**src/rtl/mwb_pkg.sv**
```systemverilog
package mwb_pkg;
   typedef enum logic [1:0] {
      ACT_NONE  = 2'd0,
      ACT_FOLD  = 2'd1,
      ACT_ALLOC = 2'd2,
      ACT_HOLD  = 2'd3
   } st_act_e;
endpackage

```
**src/rtl/mwb_match.sv**
```systemverilog
module mwb_match #(
   parameter int BLK_W      = 29,
   parameter int SET_W      = 6,
   parameter int DEPTH      = 4,
   parameter bit PRECOMPARE = 1'b1
) (
   input  logic [BLK_W-1:0] ent_blk [DEPTH],
   input  logic [DEPTH-1:0] ent_valid,
   input  logic [DEPTH-1:0] ent_open,
   input  logic [BLK_W-1:0] key_blk,
   input  logic [BLK_W-1:0] probe_blk,
   output logic [DEPTH-1:0] fold_hit,
   output logic [DEPTH-1:0] probe_hit
);
   localparam int TAG_W = BLK_W - SET_W;

   for (genvar i = 0; i < DEPTH; i++) begin : g_ent
      if (PRECOMPARE) begin : g_two_stage
         logic set_eq;
         assign set_eq      = ent_open[i] &&
                              (ent_blk[i][SET_W-1:0] == key_blk[SET_W-1:0]);
         assign fold_hit[i] = set_eq &&
                              (ent_blk[i][BLK_W-1:SET_W] == key_blk[BLK_W-1:SET_W]);
      end else begin : g_flat
         assign fold_hit[i] = ent_open[i] && (ent_blk[i] == key_blk);
      end
      assign probe_hit[i] = ent_valid[i] && (ent_blk[i] == probe_blk);
   end

   if (TAG_W < 1) begin : g_bad_set
      $error("SET_W must leave at least one tag bit");
   end
endmodule

```
**src/rtl/mwb_queue_ctl.sv**
```systemverilog
module mwb_queue_ctl #(
   parameter int DEPTH = 4,
   localparam int PTR_W = $clog2(DEPTH)
) (
   input  logic           clk,
   input  logic           rst_n,
   input  logic           push,
   input  logic           pop,
   output logic [PTR_W-1:0] head,
   output logic [PTR_W-1:0] tail,
   output logic [PTR_W:0]   count,
   output logic             full
);
   always_ff @(posedge clk) begin
      if (!rst_n) begin
         head  <= '0;
         tail  <= '0;
         count <= '0;
      end else begin
         if (push) tail <= tail + 1'b1;
         if (pop)  head <= head + 1'b1;
         case ({push, pop})
            2'b10:   count <= count + 1'b1;
            2'b01:   count <= count - 1'b1;
            default: count <= count;
         endcase
      end
   end

   assign full = (count == (PTR_W+1)'(DEPTH));
endmodule

```
**src/rtl/merging_wbuf.sv**
```systemverilog
module merging_wbuf
   import mwb_pkg::*;
#(
   parameter int          ADDR_W     = 32,
   parameter int          LINE_BYTES = 8,
   parameter int          DEPTH      = 4,
   parameter int          SET_W      = 6,
   parameter bit          PRECOMPARE = 1'b1,
   parameter logic [31:0] IO_BASE    = 32'hF000_0000,
   parameter logic [31:0] IO_MASK    = 32'hF000_0000,
   localparam int OFF_W  = $clog2(LINE_BYTES),
   localparam int BLK_W  = ADDR_W - OFF_W,
   localparam int DATA_W = LINE_BYTES * 8
) (
   input  logic              clk,
   input  logic              rst_n,
   input  logic              st_valid,
   input  logic [ADDR_W-1:0] st_addr,
   input  logic [DATA_W-1:0] st_data,
   input  logic [LINE_BYTES-1:0] st_be,
   output logic              st_stall,
   input  logic [BLK_W-1:0]  rd_line,
   output logic              rd_conflict,
   output logic              wr_valid,
   input  logic              wr_ready,
   output logic [ADDR_W-1:0] wr_addr,
   output logic [DATA_W-1:0] wr_data,
   output logic [LINE_BYTES-1:0] wr_be
);
   localparam int PTR_W = $clog2(DEPTH);

   if (DEPTH < 2 || (DEPTH & (DEPTH - 1)) != 0) begin : g_bad_depth
      $error("DEPTH must be a power of two of at least 2");
   end
   if (LINE_BYTES < 2 || (LINE_BYTES & (LINE_BYTES - 1)) != 0) begin : g_bad_line
      $error("LINE_BYTES must be a power of two of at least 2");
   end
   if (ADDR_W > 32) begin : g_bad_addr
      $error("ADDR_W is limited to 32 by the region parameters");
   end

   logic [BLK_W-1:0]      e_blk  [DEPTH];
   logic [DATA_W-1:0]     e_data [DEPTH];
   logic [LINE_BYTES-1:0] e_mask [DEPTH];
   logic [DEPTH-1:0]      e_valid, e_io, e_open;
   logic [DEPTH-1:0]      fold_hit, probe_hit;

   logic [PTR_W-1:0] head, tail, fold_idx;
   logic [PTR_W:0]   count;
   logic             full, push, pop, st_io, fold_ok, fold_fire;
   logic [BLK_W-1:0] st_blk;
   st_act_e          act;

   assign st_blk = st_addr[ADDR_W-1:OFF_W];
   assign st_io  = ((st_addr & IO_MASK[ADDR_W-1:0]) == IO_BASE[ADDR_W-1:0]);

   for (genvar i = 0; i < DEPTH; i++) begin : g_open
      assign e_open[i] = e_valid[i] && !e_io[i] && (PTR_W'(i) != head);
   end

   mwb_match #(
      .BLK_W(BLK_W), .SET_W(SET_W), .DEPTH(DEPTH), .PRECOMPARE(PRECOMPARE)
   ) u_match (
      .ent_blk   (e_blk),
      .ent_valid (e_valid),
      .ent_open  (e_open),
      .key_blk   (st_blk),
      .probe_blk (rd_line),
      .fold_hit  (fold_hit),
      .probe_hit (probe_hit)
   );

   always_comb begin
      fold_idx = '0;
      for (int i = 0; i < DEPTH; i++) begin
         if (fold_hit[i]) fold_idx = PTR_W'(i);
      end
   end

   assign fold_ok = (|fold_hit) && !st_io;

   always_comb begin
      if (!st_valid)    act = ACT_NONE;
      else if (fold_ok) act = ACT_FOLD;
      else if (full)    act = ACT_HOLD;
      else              act = ACT_ALLOC;
   end

   assign st_stall  = full && !fold_ok;
   assign push      = (act == ACT_ALLOC);
   assign fold_fire = (act == ACT_FOLD);
   assign pop       = wr_valid && wr_ready;

   mwb_queue_ctl #(.DEPTH(DEPTH)) u_q (
      .clk   (clk),
      .rst_n (rst_n),
      .push  (push),
      .pop   (pop),
      .head  (head),
      .tail  (tail),
      .count (count),
      .full  (full)
   );

   always_ff @(posedge clk) begin
      if (!rst_n) begin
         e_valid <= '0;
         e_io    <= '0;
      end else begin
         if (pop) e_valid[head] <= 1'b0;
         if (push) begin
            e_valid[tail] <= 1'b1;
            e_io[tail]    <= st_io;
         end
      end
   end

   always_ff @(posedge clk) begin
      if (push) begin
         e_blk[tail]  <= st_blk;
         e_data[tail] <= st_data;
         e_mask[tail] <= st_be;
      end else if (fold_fire) begin
         e_mask[fold_idx] <= e_mask[fold_idx] | st_be;
         for (int b = 0; b < LINE_BYTES; b++) begin
            if (st_be[b]) e_data[fold_idx][b*8 +: 8] <= st_data[b*8 +: 8];
         end
      end
   end

   assign wr_valid    = e_valid[head];
   assign wr_addr     = {e_blk[head], {OFF_W{1'b0}}};
   assign wr_data     = e_data[head];
   assign wr_be       = e_mask[head];
   assign rd_conflict = |probe_hit;
endmodule

```
**config.mk**
```make
export PLATFORM = sky130hd
export DESIGN_NAME = merging_wbuf
export DESIGN_NICKNAME = d
export VERILOG_FILES = /design/src/rtl/mwb_pkg.sv /design/src/rtl/mwb_match.sv /design/src/rtl/mwb_queue_ctl.sv /design/src/rtl/merging_wbuf.sv
export SDC_FILE = /design/constraint.sdc
export NUM_CORES = 1
export LEC_CHECK = 0
export BUFFER_PORTS_ARGS = -buffer_cell sky130_fd_sc_hd__buf_4
export CORE_MARGIN = 1.5
export CORE_UTILIZATION = 38
export DETAILED_ROUTE_END_ITERATION = 10
export PLACE_DENSITY = 0.62
export SYNTH_ARGS = -nofsm -noshare
export SYNTH_HDL_FRONTEND = slang
export SYNTH_SLANG_ARGS = --single-unit
```
**constraint.sdc**
```tcl
create_clock -name clk -period 4.4 [get_ports clk]
set_input_delay 0.44 -clock clk [delete_from_list [all_inputs] [get_ports clk]]
set_output_delay 0.44 -clock clk [all_outputs]
set_load 0.05 [all_outputs]
```
[After elaboration in Yosys (flattened, before gate mapping)]
Memories as Yosys holds them, arrays and structs flattened. A register that Yosys moved wholly into a read port is not among the register bits.
Cells that the tools add are included.
Operators by class
  add/subtract/negate cells: 4
  multipliers: 0
  divide/modulo/power cells: 0
  magnitude comparators: 7
  equal/unequal tests: 21
  shift-type cells: 0
  muxes and demuxes: 70
  bitwise operators: 6
  reductions and logical operators: 38
Operators by type and width (number)
  bitwise mux 116 bit: 1
  equality test 29 bit: 4
  equality test 23 bit: 4
  2-to-1 mux 29 bit: 3
  2-to-1 mux 64 bit: 1
  OR reduction 64 bit: 1
  binary-select mux 29 bit (select 2 bit): 1
  demux 29 bit (select 2 bit): 1
  2-to-1 mux 1 bit: 43
  logical AND 1 bit: 26
  equality test 6 bit: 4
  2-to-1 mux 2 bit: 10
  2-to-1 mux 8 bit: 2
  2-to-1 mux 4 bit: 3
  OR 8 bit: 1
  OR reduction 4 bit: 2
  OR reduction 8 bit: 1
  >= comparator 3 bit (second input constant): 2
  logical NOT 1 bit: 6
  < comparator 2 x 3 -> 1 bit (second input constant): 2
  inverter 2 -> 3 bit: 2
  case mux 3 bit (2 select lines): 1
  adder 2 x 1 -> 2 bit (second input constant): 2
  AND 4 bit: 1
  16 further kinds: 22
Word-level totals
  bits in registers: 131
  bits in latches: 0
  bits in writable memories: 288
  memory bits (read-only): 0
  output and inout bits: 107
  word-level logic and storage cells: 157
  memories: 2
Memory list
  e_data: words 4, bits a word 64, read ports 1, clocked after memory_dff 1, write ports 1, RTL line merging_wbuf.sv:43  | logic [DATA_W-1:0] e_data [DEPTH];
  e_mask: words 4, bits a word 8, read ports 2, clocked after memory_dff 1, write ports 1, RTL line merging_wbuf.sv:44  | logic [LINE_BYTES-1:0] e_mask [DEPTH];

[Longest topological paths before layout]
  depth after elaboration: 15
  mapped depth: 16

[Hierarchy]
Synthesis repeated with hierarchy kept, for this count alone.
Second synthesis, totals
  cell total of the unflattened synthesis: 1064
  area, all modules: 18656.6 sq um
Modules (own cells, without submodules)
  merging_wbuf: times used 1, cells an instance 717, area an instance 15757.6 sq um, sequential area each 12291.8 sq um
  mwb_match: times used 1, cells an instance 314, area an instance 2580.0 sq um, sequential area each 0.0 sq um
  mwb_queue_ctl: times used 1, cells an instance 33, area an instance 319.1 sq um, sequential area each 140.1 sq um

[Worst setup path before layout]
Ideal clock, no wire load.
  path kind: register to register
  start: register u_q.head[0]
  end: register u_q.count[2]
  library setup time: 76 ps
  arrival time: 3667 ps
  slack: 658 ps
  cell stages (with the launch flop): 17
  buffers on the path: 2
  cell sequence: dfxtp_1 > buf_1 > inv_1 > ha_1 > nor3b_1 > nand2_1 > nor4_1 > and3_1 > o31ai_1 > buf_2 > nand2_2 > ha_1 > inv_1 > fa_1 > xor2_1 > or3_1 > a21boi_0
Between the ends
  cells in the longest elaborated chain, start to end: 11
RTL lines
  start: declaration: RTL line mwb_queue_ctl.sv:9  | output logic [PTR_W-1:0] head,
  start signal: assignment: RTL line mwb_queue_ctl.sv:21  | if (pop) head <= head + 1'b1;
  inequality test 1 x 2 -> 1 bit, or another cell as far along: RTL line merging_wbuf.sv:58  | assign e_open[i] = e_valid[i] && !e_io[i] && (PTR_W'(i) != head);
  logical AND 1 bit: RTL line merging_wbuf.sv:58
  logical AND 1 bit: RTL line mwb_match.sv:20  | assign set_eq = ent_open[i] &&
  logical AND 1 bit: RTL line mwb_match.sv:22  | assign fold_hit[i] = set_eq &&
  OR reduction 4 bit: RTL line merging_wbuf.sv:80  | assign fold_ok = (|fold_hit) && !st_io;
  logical AND 1 bit: RTL line merging_wbuf.sv:80
  2-to-1 mux 2 bit: RTL line merging_wbuf.sv:84  | else if (fold_ok) act = ACT_FOLD;
  2-to-1 mux 2 bit: RTL line merging_wbuf.sv:83  | if (!st_valid) act = ACT_NONE;
  equality test 2 bit: RTL line merging_wbuf.sv:90  | assign push = (act == ACT_ALLOC);
  equality test 2 x 1 -> 1 bit / equality test 2 bit (equally long branches): RTL line mwb_queue_ctl.sv:22  | case ({push, pop})
  case mux 3 bit (2 select lines) / nonzero test 2 bit (equally long branches)
  end signal: assignment: RTL line mwb_queue_ctl.sv:23  | 2'b10: count <= count + 1'b1;
  end signal: assignment: RTL line mwb_queue_ctl.sv:24  | 2'b01: count <= count - 1'b1;
  end signal: assignment: RTL line mwb_queue_ctl.sv:25  | default: count <= count;
  end: declaration: RTL line mwb_queue_ctl.sv:11  | output logic [PTR_W:0] count,
Parallel ways exist; a longest one is shown, timed or not. The select of a mux whose other input is x is not followed.
A chain may end at the register's enable or synchronous reset.

[Worst setup path after layout]
  start: register e_blk[115] (netlist bit)
  end: output port st_stall
Between the ends
  cells in the longest elaborated chain, start to end: 6
RTL lines
  start: declaration: RTL line merging_wbuf.sv:42  | logic [BLK_W-1:0] e_blk [DEPTH];
  start signal: indexed assignment: RTL line merging_wbuf.sv:120  | e_blk[tail] <= st_blk;
  equality test 23 bit: RTL line mwb_match.sv:23  | (ent_blk[i][BLK_W-1:SET_W] == key_blk[BLK_W-1:SET_W]);
  logical AND 1 bit: RTL line mwb_match.sv:22
  OR reduction 4 bit: RTL line merging_wbuf.sv:80
  logical AND 1 bit: RTL line merging_wbuf.sv:80
  logical NOT 1 bit: RTL line merging_wbuf.sv:89  | assign st_stall = full && !fold_ok;
  logical AND 1 bit: RTL line merging_wbuf.sv:89
  end: declaration: RTL line merging_wbuf.sv:21  | output logic st_stall,
No other way between the ends.

==> results.py <==
metrics = {
    "run_status": {
        "outcome": "complete, no violations",
    },
    "cells_and_area": {
        "finalNonFillerCells": 2132,
        "final_nets": 1578,
        "layout-drive-gt1-share_pct": 32.8,
        "area_growth_pct": 22.9,
        "stdcell_area_sq_um": 23400,
    },
    "clock_tree": {
        "cts_resized": 0,
        "cts_root_buffer": "clkbuf_16",
        "path_clk_slew_ps": 60,
        "cts_tree": "done",
        "htree_num_levels": 2,
        "numClockSinks": 421,
        "clockBufferDepth": 3,
        "hold_buffers": 0,
        "clk_latency_ps": 610,
        "cts-buffers-inserted": 45,
        "post_cts_buffers": 0,
    },
    "yosys": {
        "synth_area_sq_um": 19100,
        "netlist_instances": 1139,
        "ys_warn_count": 0,
        "synth_edf_count": 404,
        "ys_ff_latch": 421,
        "ys_types": 52,
        "syn-mean-instance-area_sq_um": 16.8,
        "ys_seq_area_share_pct": 65.4,
        "synthArstFlopShare_pct": 0,
        "ys.flop_type": "edfxtp_1",
    },
    "timing": {
        "fin_crit_ps": 3810,
        "finalWorstSetupSlack_ps": 590,
        "fin_worst_skew_ps": 41.3,
        "whs_ps": 45.7,
        "worstMarginPinSlew_ps": 1180,
        "setup_viol_count_final": 0,
        "rsz0062_at_grt": "no",
        "relSlewSlack_pct": 21.2,
        "finalSetupTns_ps": 0,
        "hold_viol_final": 0,
        "max_freq_mhz": 262,
        "maxSlewViolCount": 0,
        "post-route-period-util_pct": 86.6,
    },
    "placement": {
        "dp_hpwl_mm": 38.7,
        "gp_congestion": 0.974,
        "pre_cts_slack_ps": 606,
        "place_inst": 2048,
        "io_buffers": 237,
        "place_area_sq_um": 21900,
    },
    "worst_setup_path": {
        "reg2reg_depth": 9,
        "ff2ff_setup_slack_ps": 740,
        "start_kind": "flop",
        "cp.required_ps": 3960,
        "timing.rr.start": "e_blk[81]",
        "arrival_ps": 3370,
        "r2r_end": "e_blk[81]",
        "cp_cell_sequence": "xor2_1 > or4_1 > nor4_1 > a22oi_1 > nand3_1 > a21oi_1 > buf_4",
        "crit_path_end_kind": "output port",
        "worstSetupPathType": "reg -> out",
        "worstPathMaxFanout": 5,
        "cp_slowest_stage_delay_ps": 580,
        "slowest_stage": "nor4_1",
    },
    "floorplan": {
        "core-area_sq_um": 49300,
        "die_area_sq_um": 51600,
        "ios": 244,
        "rows": 81,
        "dieWidth_um": 227,
        "start_util_pct": 38.7,
        "die_h_um": 227,
    },
    "detailed_routing": {
        "wire_per_inst_um": 24.8,
        "first_pass_iters": 5,
        "drt_wl_total_mm": 52.9,
        "first_iter_violations": 924,
        "ant_nets": 0,
        "vias": 11500,
        "vias_per_cell": 5.39,
        "drc": 0,
    },
    "run": {
        "cap_violations": 0,
    },
    "worst_hold_path": {
        "hold_depth": 1,
        "worstHoldStart": "st_data[51]",
        "holdPathEnd": "e_data[0][51]",
        "min-delay-path-class": "in -> reg",
    },
    "pwr": {
        "p_per_area_nw_per_um2": 453,
        "leakage_nw": 8.01,
        "ir_worst_vdd_mv": 0.331,
    },
    "global_routing": {
        "grt_pass1_wl_mm": 76.2,
        "antenna_found_initial": 2,
        "grt_pass1_vias": 11600,
        "grt_overflow": 0,
        "grt_use_total_pct": 20.5,
        "grt_max_degree": 54,
    },
}
[metrics by stage]
step	total power (W)	utilization [%]
6_report	0.0106	47.6
5_1_grt	0.0110	47.6
3_3_place_gp	0.00686	44.5
4_1_cts	0.0107	47.6
2_1_floorplan	0.00609	-
3_5_place_dp	0.00688	44.5
[critical path, delay by kind of cell (launching register included)]
kind | cells | cell delay (ps)
AO/OA/AOI/OAI | 2 | 450
AND/OR/NAND/NOR | 3 | 1390
buffers and inverters | 1 | 220
flip-flops | 1 | 450
XOR/XNOR | 1 | 240
[cells in the mapped netlist, types with 3 or more instances]
cell / number / area (sq um)
nand4_1: 35 / 219
xor2_1: 126 / 1100
edfxtp_1: 404 / 12100
o21ai_0: 7 / 35.0
nand2_1: 42 / 158
xnor2_1: 104 / 911
mux2i_1: 13 / 130
dfxtp_1: 17 / 340
nor2_1: 49 / 184
a21o_1: 9 / 67.6
mux4_2: 102 / 2300
ha_1: 9 / 113
and3_1: 3 / 18.8
and2_1: 6 / 37.5
nand3_1: 18 / 90.1
and4b_1: 4 / 40.0
a22oi_2: 8 / 100
nor4_1: 46 / 288
nor3_1: 6 / 30.0
buf_4: 4 / 30.0
a21oi_1: 4 / 20.0
mux2_2: 4 / 45.0
a221oi_1: 8 / 70.1
inv_1: 25 / 93.8
buf_1: 12 / 45.0
clkbuf_1: 25 / 93.8
or4_1: 9 / 67.6
buf_2: 4 / 20.0
a21boi_0: 5 / 37.5
o31ai_1: 5 / 37.5
[worst max path at each step]
stage / from / end / slack, ps / cells past startpoint
floorplan: u_q.head[0] / u_q.count[2] / 660 / 16
global placement: st_addr[26] / e_blk[71] / 670 / 10
detailed placement: st_addr[26] / e_blk[78] / 610 / 10
CTS: e_blk[115] / st_stall / 670 / 7
global route: e_blk[115] / st_stall / 530 / 7
finish: e_blk[115] / st_stall / 590 / 7
[layout make-up]
cell class                      count  area, sq um
Fill cell                        4309        25800
Sequential cell                   421        12500
Multi-Input combinational cell    650         6360
Timing Repair Buffer              288         2170
Clock buffer                       52         1150
Tap cell                          664          831
Clock inverter                     31          354
Inverter                           25         93.8
Antenna cell                        1         2.50
[per-layer routing]
metal | GRT usage (%) | vias up | wire length, um
met5 | 0 | - | 13
met4 | 6.20 | 2 | 1470
met3 | 3.63 | 85 | 3540
met2 | 32.1 | 436 | 24700
met1 | 29.2 | 5911 | 23100
li1 | - | 5063 | -
[cell usage in the layout (no fill, tap or decap), types with 9 or more instances in the layout]
| cell | Yosys | layout |
|---|---|---|
| nor4_1 | 46 | 46 |
| xnor2_1 | 104 | 104 |
| dfxtp_1 | 17 | 14 |
| clkinv_2 | 0 | 9 |
| xor2_1 | 126 | 126 |
| or4_1 | 9 | 9 |
| clkinv_1 | 0 | 10 |
| buf_4 | 4 | 287 |
| a21o_1 | 9 | 9 |
| clkbuf_16 | 0 | 45 |
| edfxtp_1 | 404 | 404 |
| nand3_1 | 18 | 18 |
| mux2i_1 | 13 | 13 |
| inv_1 | 25 | 25 |
| mux4_2 | 102 | 102 |
| ha_1 | 9 | 9 |
| nand4_1 | 35 | 35 |
| nor2_1 | 49 | 45 |
| nand2_1 | 42 | 42 |
[sequential cells by signal, indices dropped and copies added (netlist names), named ones only]
signal / cells
e_valid: 4
e_mask: 32
u_q.head: 2
u_q.tail: 2
e_blk: 116
e_data: 256
e_io: 4
u_q.count: 3
[where the power goes]
group          leakage (nW)  internal [W]  total, W  switching (W)
logic                  3.43      0.000721   0.00202        0.00130
registers              3.85       0.00463   0.00476       0.000132
clock network         0.735       0.00225   0.00384        0.00159
total                  8.01       0.00760    0.0106        0.00302
[cell families after synthesis]
group / share of synthesized area (%)
AO/OA/AOI/OAI: 2.41
XOR/XNOR: 10.6
adder cells (fa/ha/maj): 0.695
buffers and inverters: 1.48
flip-flops: 65.4
multiplexers: 13.0
other: 0.0197
AND/OR/NAND/NOR: 6.53
No activity file was read; power rests on OpenSTA's default activity.
